<file path="src/rtl/rtx_fifo_pkg.sv">
package rtx_fifo_pkg;
  typedef enum logic {
    MODE_STD  = 1'b0,
    MODE_FWFT = 1'b1
  } rd_mode_e;
endpackage

</file>
<file path="src/rtl/rtx_fifo_store.sv">
module rtx_fifo_store #(
  parameter int WIDTH = 8,
  parameter int DEPTH = 16,
  localparam int AW = $clog2(DEPTH)
) (
  input  logic             clk,
  input  logic             we,
  input  logic [AW-1:0]    waddr,
  input  logic [WIDTH-1:0] wdata,
  input  logic [AW-1:0]    raddr,
  output logic [WIDTH-1:0] rdata
);
  logic [WIDTH-1:0] mem [DEPTH];

  always_ff @(posedge clk) begin
    if (we) mem[waddr] <= wdata;
  end

  assign rdata = mem[raddr];
endmodule

</file>
<file path="src/rtl/rtx_fifo_ctrl.sv">
module rtx_fifo_ctrl #(
  parameter int DEPTH = 16,
  localparam int AW = $clog2(DEPTH),
  localparam int PW = AW + 1
) (
  input  logic          clk,
  input  logic          clr,
  input  logic          mode_fwft,
  input  logic          out_valid,
  input  logic          wr_en,
  input  logic          rd_pop,
  input  logic          mark_req,
  input  logic          retx_req,
  output logic [PW-1:0] wptr,
  output logic [PW-1:0] rptr,
  output logic [PW-1:0] mark_ptr,
  output logic          mark_v,
  output logic          mem_empty,
  output logic          full,
  output logic          wr_fire,
  output logic          rtx_go
);
  // distance from an older pointer to a newer one, wrap-safe
  function automatic logic [PW-1:0] span(input logic [PW-1:0] newer,
                                         input logic [PW-1:0] older);
    return newer - older;
  endfunction

  function automatic logic [PW-1:0] bump(input logic [PW-1:0] p);
    return p + {{AW{1'b0}}, 1'b1};
  endfunction

  logic [PW-1:0] wptr_q, rptr_q, mark_q;
  logic          mark_v_q;
  logic [PW-1:0] cur_loc, base_loc;

  // location of the word a read would deliver now
  assign cur_loc   = rptr_q - {{AW{1'b0}}, (mode_fwft & out_valid)};
  assign base_loc  = mark_v_q ? mark_q : cur_loc;
  assign full      = (span(wptr_q, base_loc) == PW'(DEPTH));
  assign mem_empty = (wptr_q == rptr_q);
  assign wr_fire   = wr_en & ~full;
  assign rtx_go    = retx_req & mark_v_q;

  always_ff @(posedge clk) begin
    if (clr) begin
      wptr_q   <= '0;
      rptr_q   <= '0;
      mark_q   <= '0;
      mark_v_q <= 1'b0;
    end else begin
      if (wr_fire) wptr_q <= bump(wptr_q);
      if (rtx_go) begin
        rptr_q   <= mark_q;
        mark_v_q <= 1'b0;
      end else begin
        if (rd_pop) rptr_q <= bump(rptr_q);
        if (mark_req) begin
          mark_q   <= cur_loc;
          mark_v_q <= 1'b1;
        end
      end
    end
  end

  assign wptr     = wptr_q;
  assign rptr     = rptr_q;
  assign mark_ptr = mark_q;
  assign mark_v   = mark_v_q;
endmodule

</file>
<file path="src/rtl/rtx_fifo_out.sv">
module rtx_fifo_out #(
  parameter int WIDTH = 8
) (
  input  logic             clk,
  input  logic             clr,
  input  logic             mode_fwft,
  input  logic             rd_en,
  input  logic             mem_empty,
  input  logic             rtx_go,
  input  logic [WIDTH-1:0] mem_word,
  output logic             pop,
  output logic             out_valid,
  output logic [WIDTH-1:0] rd_data
);
  logic             ov_q;
  logic [WIDTH-1:0] data_q;

  assign pop = ~rtx_go & ~mem_empty & (mode_fwft ? (~ov_q | rd_en) : rd_en);

  always_ff @(posedge clk) begin
    if (clr) begin
      ov_q   <= 1'b0;
      data_q <= '0;
    end else begin
      if (pop) data_q <= mem_word;
      if (mode_fwft) begin
        if (rtx_go)     ov_q <= 1'b0;
        else if (pop)   ov_q <= 1'b1;
        else if (rd_en) ov_q <= 1'b0;
      end
    end
  end

  assign out_valid = ov_q;
  assign rd_data   = data_q;
endmodule

</file>
<file path="src/rtl/rtx_fifo.sv">
module rtx_fifo
  import rtx_fifo_pkg::*;
#(
  parameter int WIDTH = 8,
  parameter int DEPTH = 16,
  localparam int AW = $clog2(DEPTH),
  localparam int PW = AW + 1
) (
  input  logic             clk,
  input  logic             mrst,
  input  logic             prst,
  input  logic             fwft_sel,
  input  logic             wr_en,
  input  logic [WIDTH-1:0] wr_data,
  input  logic             rd_en,
  input  logic             mark,
  input  logic             retx,
  output logic [WIDTH-1:0] rd_data,
  output logic             stat_out,
  output logic             stat_in
);
  rd_mode_e         mode_q;
  logic             mode_fwft;
  logic             clr;
  logic [PW-1:0]    wptr, rptr, mark_ptr;
  logic             mark_v, mem_empty, full, wr_fire, rtx_go;
  logic             rd_pop, out_valid;
  logic [WIDTH-1:0] mem_word;

  always_ff @(posedge clk) begin
    if (mrst) mode_q <= fwft_sel ? MODE_FWFT : MODE_STD;
  end

  assign mode_fwft = (mode_q == MODE_FWFT);
  assign clr       = mrst | prst;

  rtx_fifo_ctrl #(.DEPTH(DEPTH)) ctrl_i (
    .clk(clk), .clr(clr), .mode_fwft(mode_fwft), .out_valid(out_valid),
    .wr_en(wr_en), .rd_pop(rd_pop), .mark_req(mark), .retx_req(retx),
    .wptr(wptr), .rptr(rptr), .mark_ptr(mark_ptr), .mark_v(mark_v),
    .mem_empty(mem_empty), .full(full), .wr_fire(wr_fire), .rtx_go(rtx_go)
  );

  rtx_fifo_store #(.WIDTH(WIDTH), .DEPTH(DEPTH)) store_i (
    .clk(clk), .we(wr_fire), .waddr(wptr[AW-1:0]), .wdata(wr_data),
    .raddr(rptr[AW-1:0]), .rdata(mem_word)
  );

  rtx_fifo_out #(.WIDTH(WIDTH)) out_i (
    .clk(clk), .clr(clr), .mode_fwft(mode_fwft), .rd_en(rd_en),
    .mem_empty(mem_empty), .rtx_go(rtx_go), .mem_word(mem_word),
    .pop(rd_pop), .out_valid(out_valid), .rd_data(rd_data)
  );

  assign stat_out = mode_fwft ? out_valid : mem_empty;
  assign stat_in  = mode_fwft ? ~full : full;
endmodule

</file>
<file path="config.mk">
export PLATFORM = sky130hd
export DESIGN_NAME = rtx_fifo
export DESIGN_NICKNAME = d
export VERILOG_FILES = /design/src/rtl/rtx_fifo_pkg.sv /design/src/rtl/rtx_fifo_store.sv /design/src/rtl/rtx_fifo_ctrl.sv /design/src/rtl/rtx_fifo_out.sv /design/src/rtl/rtx_fifo.sv
export SDC_FILE = /design/constraint.sdc
export NUM_CORES = 1
export LEC_CHECK = 0
export BUFFER_PORTS_ARGS = -buffer_cell sky130_fd_sc_hd__buf_2
export CAP_MARGIN = 10
export CORE_UTILIZATION = 45
export CTS_BUF_LIST = sky130_fd_sc_hd__clkbuf_8
export CTS_CLUSTER_SIZE = 30
export DETAILED_ROUTE_END_ITERATION = 8
export PLACE_DENSITY = 0.63
export SLEW_MARGIN = 20
export SYNTH_ARGS = -nofsm -noshare
export SYNTH_HDL_FRONTEND = slang
export SYNTH_SLANG_ARGS = --single-unit
</file>
<file path="constraint.sdc">
create_clock -name clk -period 6.4 [get_ports clk]
set_input_delay 0.32 -clock clk [delete_from_list [all_inputs] [get_ports clk]]
set_output_delay 0.32 -clock clk [all_outputs]
set_load 0.05 [all_outputs]
</file>
==> results of run 1 <==
## synth_stat cells, drive strengths merged (9+ instances only)
master	number	share of area
and3	15	0.015
ha	11	0.021
nand2	9	0.0052
a211oi	9	0.010
mux2i	16	0.027
buf	9	0.0085
clkbuf	11	0.0064
edfxtp	129	0.60
nor2	27	0.016
mux4	40	0.14
xor2	9	0.012
and2	9	0.0091
dfxtp	25	0.077
## cells in the final DEF, fill, tap and decap left out, types with 3 or more instances in the layout
cell type	n
dfxtp_1	24
clkinv_4	4
o21ai_0	7
edfxtp_1	129
buf_2	25
xor2_1	9
xnor2_1	4
mux4_2	40
nand4_1	4
and2_1	8
inv_1	9
nor2_1	27
clkbuf_8	19
mux2i_1	15
nor2b_1	4
buf_4	3
a21oi_1	3
nand2_1	9
ha_1	11
a211oi_1	9
inv_6	3
and3_1	15
## through the flow
| stage | std cells | utilization | total power [W] | cell area [um^2] | hold slack, ns |
|---|---|---|---|---|---|
| 6_report | 592 | 0.5126 | 0.001980 | 7143 | 0.05304 |
| 3_5_place_dp | 559 | 0.4834 | 0.001273 | 6736 | 0.4846 |
| 3_3_place_gp | 559 | 0.4834 | 0.001272 | 6736 | 0.4668 |
| 5_1_grt | 591 | 0.5124 | 0.002052 | 7141 | 0.02112 |
| 4_1_cts | 591 | 0.5124 | 0.001998 | 7141 | 0.02357 |
| 2_1_floorplan | 371 | - | 0.001223 | 6459 | 0.4189 |
## flip-flops by register name, indices dropped and copies added, names as in the netlist
name	cells
ctrl_i.mark_ptr	5
ctrl_i.mark_v	1
ctrl_i.rptr	5
ctrl_i.wptr	5
mode_fwft	1
out_i.out_valid	1
out_i.rd_data	8
store_i.mem	128
## kinds of logic after synthesis
logic type / count (synthesis)
mux: 56
fa+ha+maj: 11
simple gates: 81
xor+xnor: 13
buf+inv: 28
compound gates: 28
flops: 154
## worst reg2reg max path: stages (launching register included)
cell and delay (ns):
dfxtp_2 0.32, buf_4 0.53, inv_1 0.12, ha_1 0.23, ha_1 0.23, xor2_1 0.16, mux2i_1 0.20, ha_1 0.29
and3b_1 0.22, or4b_1 0.51, a211oi_1 0.40, mux2i_4 0.19, and2_4 0.27, and3_1 0.33
## routing by layer
layer	global-route usage	share of wire	vias up
met4	0.08179	0.015	0
met3	0.05852	0.081	15
met5	0	0	-
met2	0.3040	0.48	148
met1	0.2954	0.43	1735
li1	-	-	1519
## power by group
group	leakage, nW	internal, W	switching, W
Combinational	0.845	0.0000564	0.0000886
Sequential	1.37	0.00110	0.00000810
Clock	0.208	0.000370	0.000361
## cell type report
cell class	instances	area [um^2]
multi-input cells	189	1958
repair buffers	28	147.6
flip-flops and latches	154	4375
diodes	1	2.502
clock inverters	13	142.6
fillers	1134	6792
clock buffers	19	261.5
well taps	180	225.2
inverters	8	30.03
## worst max path at each step
stage | startpoint | end | slack (ns)
4_1_cts | ctrl_i.rptr[0] | stat_in | 1.70
5_1_grt | ctrl_i.rptr[0] | stat_in | 1.45
6_report | ctrl_i.rptr[0] | stat_in | 1.76
3_5_place_dp | ctrl_i.rptr[0] | store_i.mem[12][5] | 2.09
3_3_place_gp | ctrl_i.rptr[0] | store_i.mem[14][7] | 2.25
2_1_floorplan | ctrl_i.rptr[0] | stat_in | 2.16
==> impl_metrics.py, run 1 <==
metrics = {
    "global_routing": {
        "grt_pass1_vias": 3385,
        "grt_max_degree": 38,
        "overflow": 0,
        "track_usage": 0.2082,
        "grt_pass1_wl_um": 21130,
        "antenna_found_initial": 1,
    },
    "power_and_ir_drop": {
        "vdd_ir_drop_max_mv": 0.1531,
        "leakage_nw": 2.422,
        "p_per_area_nw_per_um2": 277.1,
    },
    "critical_path": {
        "cp_max_fo": 37,
        "r2r-end": "store_i.mem[14][4]",
        "cp_num_buf_inv": 3,
        "cp_slowest_stage_delay_ns": 0.53,
        "r2r-start": "ctrl_i.rptr[0]",
        "crit_top_cell": "ha_1",
        "reg2reg_slack_ns": 2.09,
        "crit_slowest_cell": "buf_4",
        "required_ns": 6.08,
        "critPathLaunchType": "register",
        "path_class": "register to output pin",
        "crit_chain": "buf_4 > inv_1 > ha_1 > ha_1 > xor2_1 > mux2i_1 > ha_1 > and3b_1 > or4b_1 > a211oi_1 > mux2i_4 > xnor2_1 > buf_2",
        "cp.depth": 13,
        "crit_family": "buffers and inverters",
        "worstPathArrival_ns": 4.32,
        "reg2regPathDepth": 13,
        "critPathCaptureType": "output pin",
    },
    "placement": {
        "dp_hpwl_um": 9259,
        "port_buffers": 25,
        "dp_slack_ns": 2.089,
        "place.gp.congestion": 0.7763,
    },
    "final_layout": {
        "areaGrowthSynthToFinish_pct": 10.60,
        "fin_nets": 425,
        "final_layout_size_suffix_gt1_frac": 0.2579,
    },
    "logic_synthesis": {
        "synth-xor-area-share": 0.01763,
        "synth-seq-cells": 154,
        "syn-mean-instance-area_um2": 17.41,
        "synth_flop_cell": "edfxtp_1",
        "synth_simple_gate_area_share": 0.06683,
        "synth.mux.area_fraction": 0.1662,
        "async_flop_share": 0,
        "synth_edf_count": 129,
        "synth_top_family_by_area": "multiplexers",
        "yosys.cell_types.count": 42,
        "yosysWarnings": 0,
        "netlist_instances": 371,
        "synth-compound-area-share": 0.03119,
        "synthAdderAreaFrac": 0.02131,
        "syn_nets": 398,
        "mappedNetlistArea_um2": 6459,
        "ys_seq_area_frac": 0.6773,
    },
    "worst_hold_path": {
        "worstHoldStart": "fwft_sel",
        "min_path_cells": 1,
        "hold_end": "mode_fwft",
        "hold_path.class": "input pin to register",
    },
    "clock_tree": {
        "post-cts-setup-buffers": 0,
        "cts_max_level": 4,
        "cts_buffers": 17,
        "postCtsHoldBufs": 0,
        "insertion_delay_ns": 0.45,
        "clkTransAtPathRegs_ns": 0.09,
        "cts.sinks": 154,
        "cts_buffer_depth": 2,
        "cts_tree": "done",
        "root_buffer": "clkbuf_8",
        "post_cts_resize_count": 0,
    },
    "sta": {
        "tightest_slew_ns": 0.9573,
        "setup_ws_ns": 1.757,
        "timing.final.crit_share": 0.7254,
        "slew_viol_final": 0,
        "slew_headroom": 0.3609,
        "setup_tns_ns": 0,
        "period_needed_ns": 4.643,
        "fin_worst_skew_ns": 0.01427,
        "finalSetupViolCount": 0,
        "max_freq_ghz": 0.2154,
        "rsz0062_at_grt": "false",
        "hold_violations": 0,
    },
    "detailed_routing": {
        "wl_per_cell_um": 23.63,
        "vias": 3417,
        "ant_nets": 0,
        "via_per_inst": 5.772,
        "finalWirelength_um": 13990,
        "dr.pass1.iters": 4,
        "drc_errors": 0,
        "drt_iter0_markers": 311,
    },
    "floorplanning": {
        "ios": 26,
        "dieHeight_um": 121.8,
        "initial_core_util": 0.4635,
        "rows": 43,
        "core_area_um2": 13930,
        "die_w_um": 121.8,
        "die-area_um2": 14840,
    },
    "job": {
        "drv_cap": 0,
    },
    "status": {
        "status": "finished, final reports clean",
    },
}
Note: power is estimated with default switching activity, not from simulation.
==> run 2: changes to the inputs <==
PLACE_DENSITY = 0.66   (was 0.63)
clock period = 3.7 ns   (was 6.4 ns; I/O delays follow)
==> run 2 against run 1 <==
Sequential share of layout area shrank 1.6 points. Via count grew 4.6%. Sequential power grew 74%. Worst hold slack lost 0.0064 ns. Register-to-register slack lost 2.0 ns. Worst setup slack lost 1.7 ns. Largest power group unchanged. First-iteration DRC count grew 16%. Non-clock buffer count grew 13.
==> impl_metrics.py, run 2 (synthesis results as in run 1) <==
metrics = {
    "sta": {
        "slew_headroom": 0.5416,
        "slew_viol_final": 0,
        "timing.hold.ws_ns": 0.04666,
        "timing.final.crit_share": 0.9960,
        "tightest_slew_ns": 0.6875,
        "fin_worst_skew_ns": 0.01480,
        "setup_ws_ns": 0.01473,
        "hold_violations": 0,
        "finalSetupViolCount": 0,
        "max_freq_ghz": 0.2714,
        "period_needed_ns": 3.685,
        "rsz0062_at_grt": "true",
    },
    "placement": {
        "port_buffers": 25,
        "dp_hpwl_um": 9477,
        "place.gp.congestion": 0.8528,
        "dp.cells": 563,
        "dp_slack_ns": -0.009429,
    },
    "floorplanning": {
        "dieHeight_um": 121.8,
        "rows": 43,
        "initial_core_util": 0.4635,
        "die-area_um2": 14840,
        "die_w_um": 121.8,
        "core_area_um2": 13930,
        "ios": 26,
    },
    "final_layout": {
        "mostFrequentLayoutCell": "edfxtp_1",
        "areaGrowthSynthToFinish_pct": 13.66,
        "multi_input_area_um2": 2041,
        "diodes": 0,
        "finish.utilization": 0.5268,
        "nFillCells": 1073,
        "final_layout_size_suffix_gt1_frac": 0.3019,
        "largest_register_ffs": 128,
        "final-seq-area_um2": 4375,
        "fin_cells": 604,
        "fin_nets": 438,
        "top_register": "store_i.mem",
        "mostFrequentLayoutCells": "129 x edfxtp_1, 40 x mux4_2, 27 x nor2_1",
    },
    "clock_tree": {
        "cts_tree": "done",
        "root_buffer": "clkbuf_8",
        "clkTransAtPathRegs_ns": 0.08,
        "cts_buffers": 17,
        "cts_max_level": 4,
        "cts_buffer_depth": 2,
        "insertion_delay_ns": 0.45,
        "cts.sinks": 154,
    },
    "detailed_routing": {
        "dr.pass1.iters": 6,
        "finalWirelength_um": 14780,
        "ant_nets": 0,
        "drc_errors": 0,
        "vias": 3575,
        "drt_iter0_markers": 362,
        "wl_per_cell_um": 24.48,
        "via_per_inst": 5.919,
    },
    "critical_path": {
        "critPathCaptureType": "output pin",
        "required_ns": 3.51,
        "critPathLaunchType": "register",
        "cp_max_fo": 3,
        "cp_slowest_stage_delay_ns": 0.53,
        "crit_slowest_cell": "or4b_4",
        "worstPathArrival_ns": 3.50,
        "path_class": "register to output pin",
        "cp_num_buf_inv": 2,
        "crit_family": "simple AND/OR/NAND/NOR gates",
        "crit_chain": "and2_4 > ha_4 > ha_4 > xor2_2 > mux2i_1 > ha_1 > a21o_1 > or4b_4 > a211oi_4 > mux2i_4 > buf_6 > xnor2_4 > buf_6",
    },
    "power_and_ir_drop": {
        "p_per_area_nw_per_um2": 475.5,
        "leakage_nw": 2.498,
        "vdd_ir_drop_max_mv": 0.2926,
    },
    "global_routing": {
        "antenna_found_initial": 0,
        "grt_max_degree": 37,
        "grt_pass1_wl_um": 22040,
        "track_usage": 0.2180,
        "grt_pass1_vias": 3475,
        "overflow": 0,
    },
    "worst_hold_path": {
        "hold_path.class": "input pin to register",
    },
    "status": {
        "status": "finished, final reports clean",
    },
    "job": {
        "drv_cap": 0,
    },
}
run 2: cell types whose count changed in the layout (fill, tap and decap cells not counted), sizes merged:
cell,change
diode,-1
inv,+2
buf,+10
bufinv,+1
clkinv,-3
clkbuf,-2
clkinvlp,+2
dlygate4sd3,+3
run 2: path summary, 6_finish.rpt:
kind | startpoint | to | slack [ns] | cells past startpoint
setup / recovery | mode_fwft | stat_in | 0.01 | 13
hold / removal | prst | ctrl_i.wptr[3] | 0.05 | 3
setup reg to reg | mode_fwft | store_i.mem[8][0] | 0.09 | 13
hold reg to reg | out_i.rd_data[3] | out_i.rd_data[3] | 0.50 | 2
run 2: worst register-to-register path: cells and delay by family, from the launching register on:
kind / cells / cell delay (ns)
flops: 1 / 0.40
compound gates: 2 / 0.48
xor+xnor: 1 / 0.15
mux: 2 / 0.28
simple gates: 4 / 1.24
buf+inv: 1 / 0.17
fa+ha+maj: 3 / 0.61
run 2: cell type report:
class / instances / share of cell area
well taps: 180 / 0.03068
clock buffers: 17 / 0.03187
repair buffers: 41 / 0.03579
flip-flops and latches: 154 / 0.5960
clock inverters: 15 / 0.02352
inverters: 8 / 0.004091
multi-input cells: 189 / 0.2780
run 2: report_power, final:
part	leakage, nW	internal, W	total (W)	switching, W
combinational	0.925	0.000114	0.000278	0.000164
sequential	1.37	0.00189	0.00191	0.0000122
clock	0.203	0.000667	0.00131	0.000639
run 2: per-layer routing:
layer | global-route usage | wire length, um | vias up
met5 | 0 | 0 | -
met4 | 0.07870 | 262 | 0
li1 | - | - | 1541
met1 | 0.3046 | 6140 | 1825
met2 | 0.3245 | 7044 | 190
met3 | 0.06461 | 1336 | 19
run 2: stage by stage:
step	setup TNS (ns)	area, um^2	power [W]
6_report	0	7341	0.003491
4_1_cts	0	7292	0.003498
3_5_place_dp	-0.1012	6779	0.002206
5_1_grt	-0.4029	7341	0.003597
3_3_place_gp	0	6779	0.002205
2_1_floorplan	0	6481	0.002121
run 2: repair_timing:
action	CTS	global route
setup endpoints to repair	21	121
gates resized for setup	10	9
pin swaps	8	4
gates cloned	0	0
hold buffers	3	0
endpoints found under the hold margin	3	0
setup buffers	4	2
==> run 3: changes to the inputs <==
PLACE_DENSITY = default   (was 0.66)
RECOVER_POWER = 50   (was default)
==> run 3 against run 2 <==
Sequential share of layout area up 0.10 points. Critical path depth unchanged. Die area unchanged. Clock power about the same. Critical path type is now register to register. Clock skew down 0.0065 ns. Combinational power about the same. Count of clock-buffer cells in the layout unchanged. Flip-flop and latch count unchanged. Register-to-register slack better by 0.02 ns. Routed wire length down 4.3%. Sequential power about the same.
==> impl_metrics.py, run 3 (synthesis results as in run 1) <==
metrics = {
    "power_and_ir_drop": {
        "vdd_ir_drop_max_mv": 0.2483,
        "comb_power_share": 0.079,
        "p_per_area_nw_per_um2": 476.5,
        "p_int_w": 0.002678,
        "switching_power_w": 0.0008136,
        "p_clk_frac": 0.375,
        "leakage_nw": 2.448,
        "sw_frac_of_total": 0.2330,
        "seq_power_share": 0.546,
        "power_w": 0.003492,
    },
    "final_layout": {
        "multi_input_area_um2": 2031,
        "largest_register_ffs": 128,
        "final_area_um2": 7328,
        "diodes": 0,
        "mostFrequentLayoutCells": "129 x edfxtp_1, 40 x mux4_2, 27 x nor2_1",
        "top_register": "store_i.mem",
        "nFillCells": 1129,
        "final_layout_size_suffix_gt1_frac": 0.2559,
        "fin_nets": 440,
        "areaGrowthSynthToFinish_pct": 13.46,
        "final-seq-area_um2": 4375,
        "mostFrequentLayoutCell": "edfxtp_1",
        "fin_cells": 606,
    },
    "sta": {
        "tightest_slew_ns": 0.9733,
        "finalSetupViolCount": 0,
        "timing.final.crit_share": 0.9694,
        "period_needed_ns": 3.587,
        "fin_worst_skew_ns": 0.008332,
        "max_freq_ghz": 0.2788,
        "slew_headroom": 0.3511,
        "hold_violations": 0,
        "slew_viol_final": 0,
        "timing.hold.ws_ns": 0.08509,
    },
    "floorplanning": {
        "initial_core_util": 0.4635,
        "core_area_um2": 13930,
        "dieHeight_um": 121.8,
        "die_w_um": 121.8,
        "die-area_um2": 14840,
        "rows": 43,
        "ios": 26,
    },
    "detailed_routing": {
        "wl_per_cell_um": 23.35,
        "ant_nets": 0,
        "vias": 3458,
        "dr.pass1.iters": 5,
        "via_per_inst": 5.706,
        "finalWirelength_um": 14150,
        "drc_errors": 0,
        "drt_iter0_markers": 348,
    },
    "global_routing": {
        "grt_pass1_wl_um": 21330,
        "grt_max_degree": 37,
        "track_usage": 0.2111,
        "grt_pass1_vias": 3382,
        "overflow": 0,
        "antenna_found_initial": 0,
    },
    "placement": {
        "postPlaceCellArea_um2": 6787,
        "dp.cells": 564,
        "port_buffers": 25,
        "dp_hpwl_um": 9206,
        "place.gp.congestion": 0.7831,
    },
    "critical_path": {
        "worstPathArrival_ns": 3.75,
        "required_ns": 3.86,
        "r2r-end": "store_i.mem[13][4]",
        "critPathCaptureType": "register",
        "cp_max_fo": 14,
        "r2r-start": "mode_fwft",
        "path_class": "register to register",
        "reg2regPathDepth": 13,
        "critPathLaunchType": "register",
        "reg2reg_slack_ns": 0.11,
    },
    "clock_tree": {
        "cts_buffer_depth": 2,
        "cts_max_level": 4,
        "cts_buffers": 17,
        "insertion_delay_ns": 0.45,
        "clkTransAtPathRegs_ns": 0.08,
        "root_buffer": "clkbuf_8",
        "cts_tree": "done",
        "cts.sinks": 154,
    },
    "status": {
        "status": "finished, final reports clean",
    },
    "job": {
        "drv_cap": 0,
    },
    "worst_hold_path": {
        "worstHoldStart": "wr_en",
        "min_path_cells": 3,
        "hold_path.class": "input pin to register",
        "hold_end": "ctrl_i.wptr[3]",
    },
}
## run 3: cell count changes in the layout (fill, tap and decap cells not counted), sizes merged
cell and delta:
buf -16, clkbuf +17, clkinv +2, clkinvlp -1, dlygate4sd3 +1, inv -1
## run 3: critical path: stages (launching register included)
cell and delay [ns]:
edfxtp_1 0.39, and2_4 0.17, ha_4 0.16, ha_4 0.16, xor2_2 0.15, mux2i_1 0.09
ha_1 0.33, and3b_1 0.20, or4b_4 0.53, a211oi_4 0.28, mux2i_4 0.12, buf_4 0.16
and2_4 0.21, and3_1 0.32
## run 3: stage by stage
stage / utilization / TNS [ns] / setup WS, ns
2_1_floorplan: - / 0 / 0.04169
3_3_place_gp: 0.4870 / 0 / 0.1562
3_5_place_dp: 0.4870 / 0 / 0.06760
4_1_cts: 0.5236 / 0 / 0.03158
5_1_grt: 0.5259 / -0.1121 / -0.01092
6_report: 0.5259 / 0 / 0.1132
## run 3: area by class of cell
cell class                      count  share of cell area
Sequential cell                   154              0.5971
Inverter                            8            0.004098
Clock buffer                       17             0.03193
Tap cell                          180             0.03073
Clock inverter                     15             0.02424
Timing Repair Buffer               43             0.03483
Multi-Input combinational cell    189              0.2771
## run 3: power by group through the flow
| stage | Combinational [W] | Sequential (W) | Clock, W |
|---|---|---|---|
| floorplan | 0.000167 | 0.00195 | 0 |
| detailed placement | 0.000266 | 0.00194 | 0 |
| finish | 0.000276 | 0.00191 | 0.00131 |
| CTS | 0.000275 | 0.00190 | 0.00133 |
| global placement | 0.000266 | 0.00194 | 0 |
| global route | 0.000298 | 0.00191 | 0.00141 |
## run 3: how the worst max path moves through the flow
stage | depth (start not counted) | from | slack [ns] | end
2_1_floorplan | 14 | ctrl_i.rptr[1] | 0.04 | store_i.mem[4][0]
3_3_place_gp | 12 | mode_fwft | 0.16 | store_i.mem[13][5]
3_5_place_dp | 12 | mode_fwft | 0.07 | store_i.mem[3][2]
4_1_cts | 12 | mode_fwft | 0.03 | stat_in
5_1_grt | 13 | mode_fwft | -0.01 | store_i.mem[13][2]
6_report | 13 | mode_fwft | 0.11 | store_i.mem[13][4]
## run 3: layer usage
metal,GRT usage,up-vias,routed length (um)
met5,0,-,0
met4,0.07485,0,182
met3,0.04916,15,730
met2,0.3129,111,6624
met1,0.3063,1788,6612
li1,-,1544,-
## run 3: what timing repair did
| item | 4_1_cts | 5_1_grt |
|---|---|---|
| buffers inserted | 4 | 3 |
| hold endpoints to repair | 4 | 0 |
| endpoints found under the setup margin | 1 | 122 |
| gates resized for setup | 8 | 6 |
| pin swaps | 6 | 10 |
| cloned | 0 | 0 |
| hold buffers | 4 | 0 |
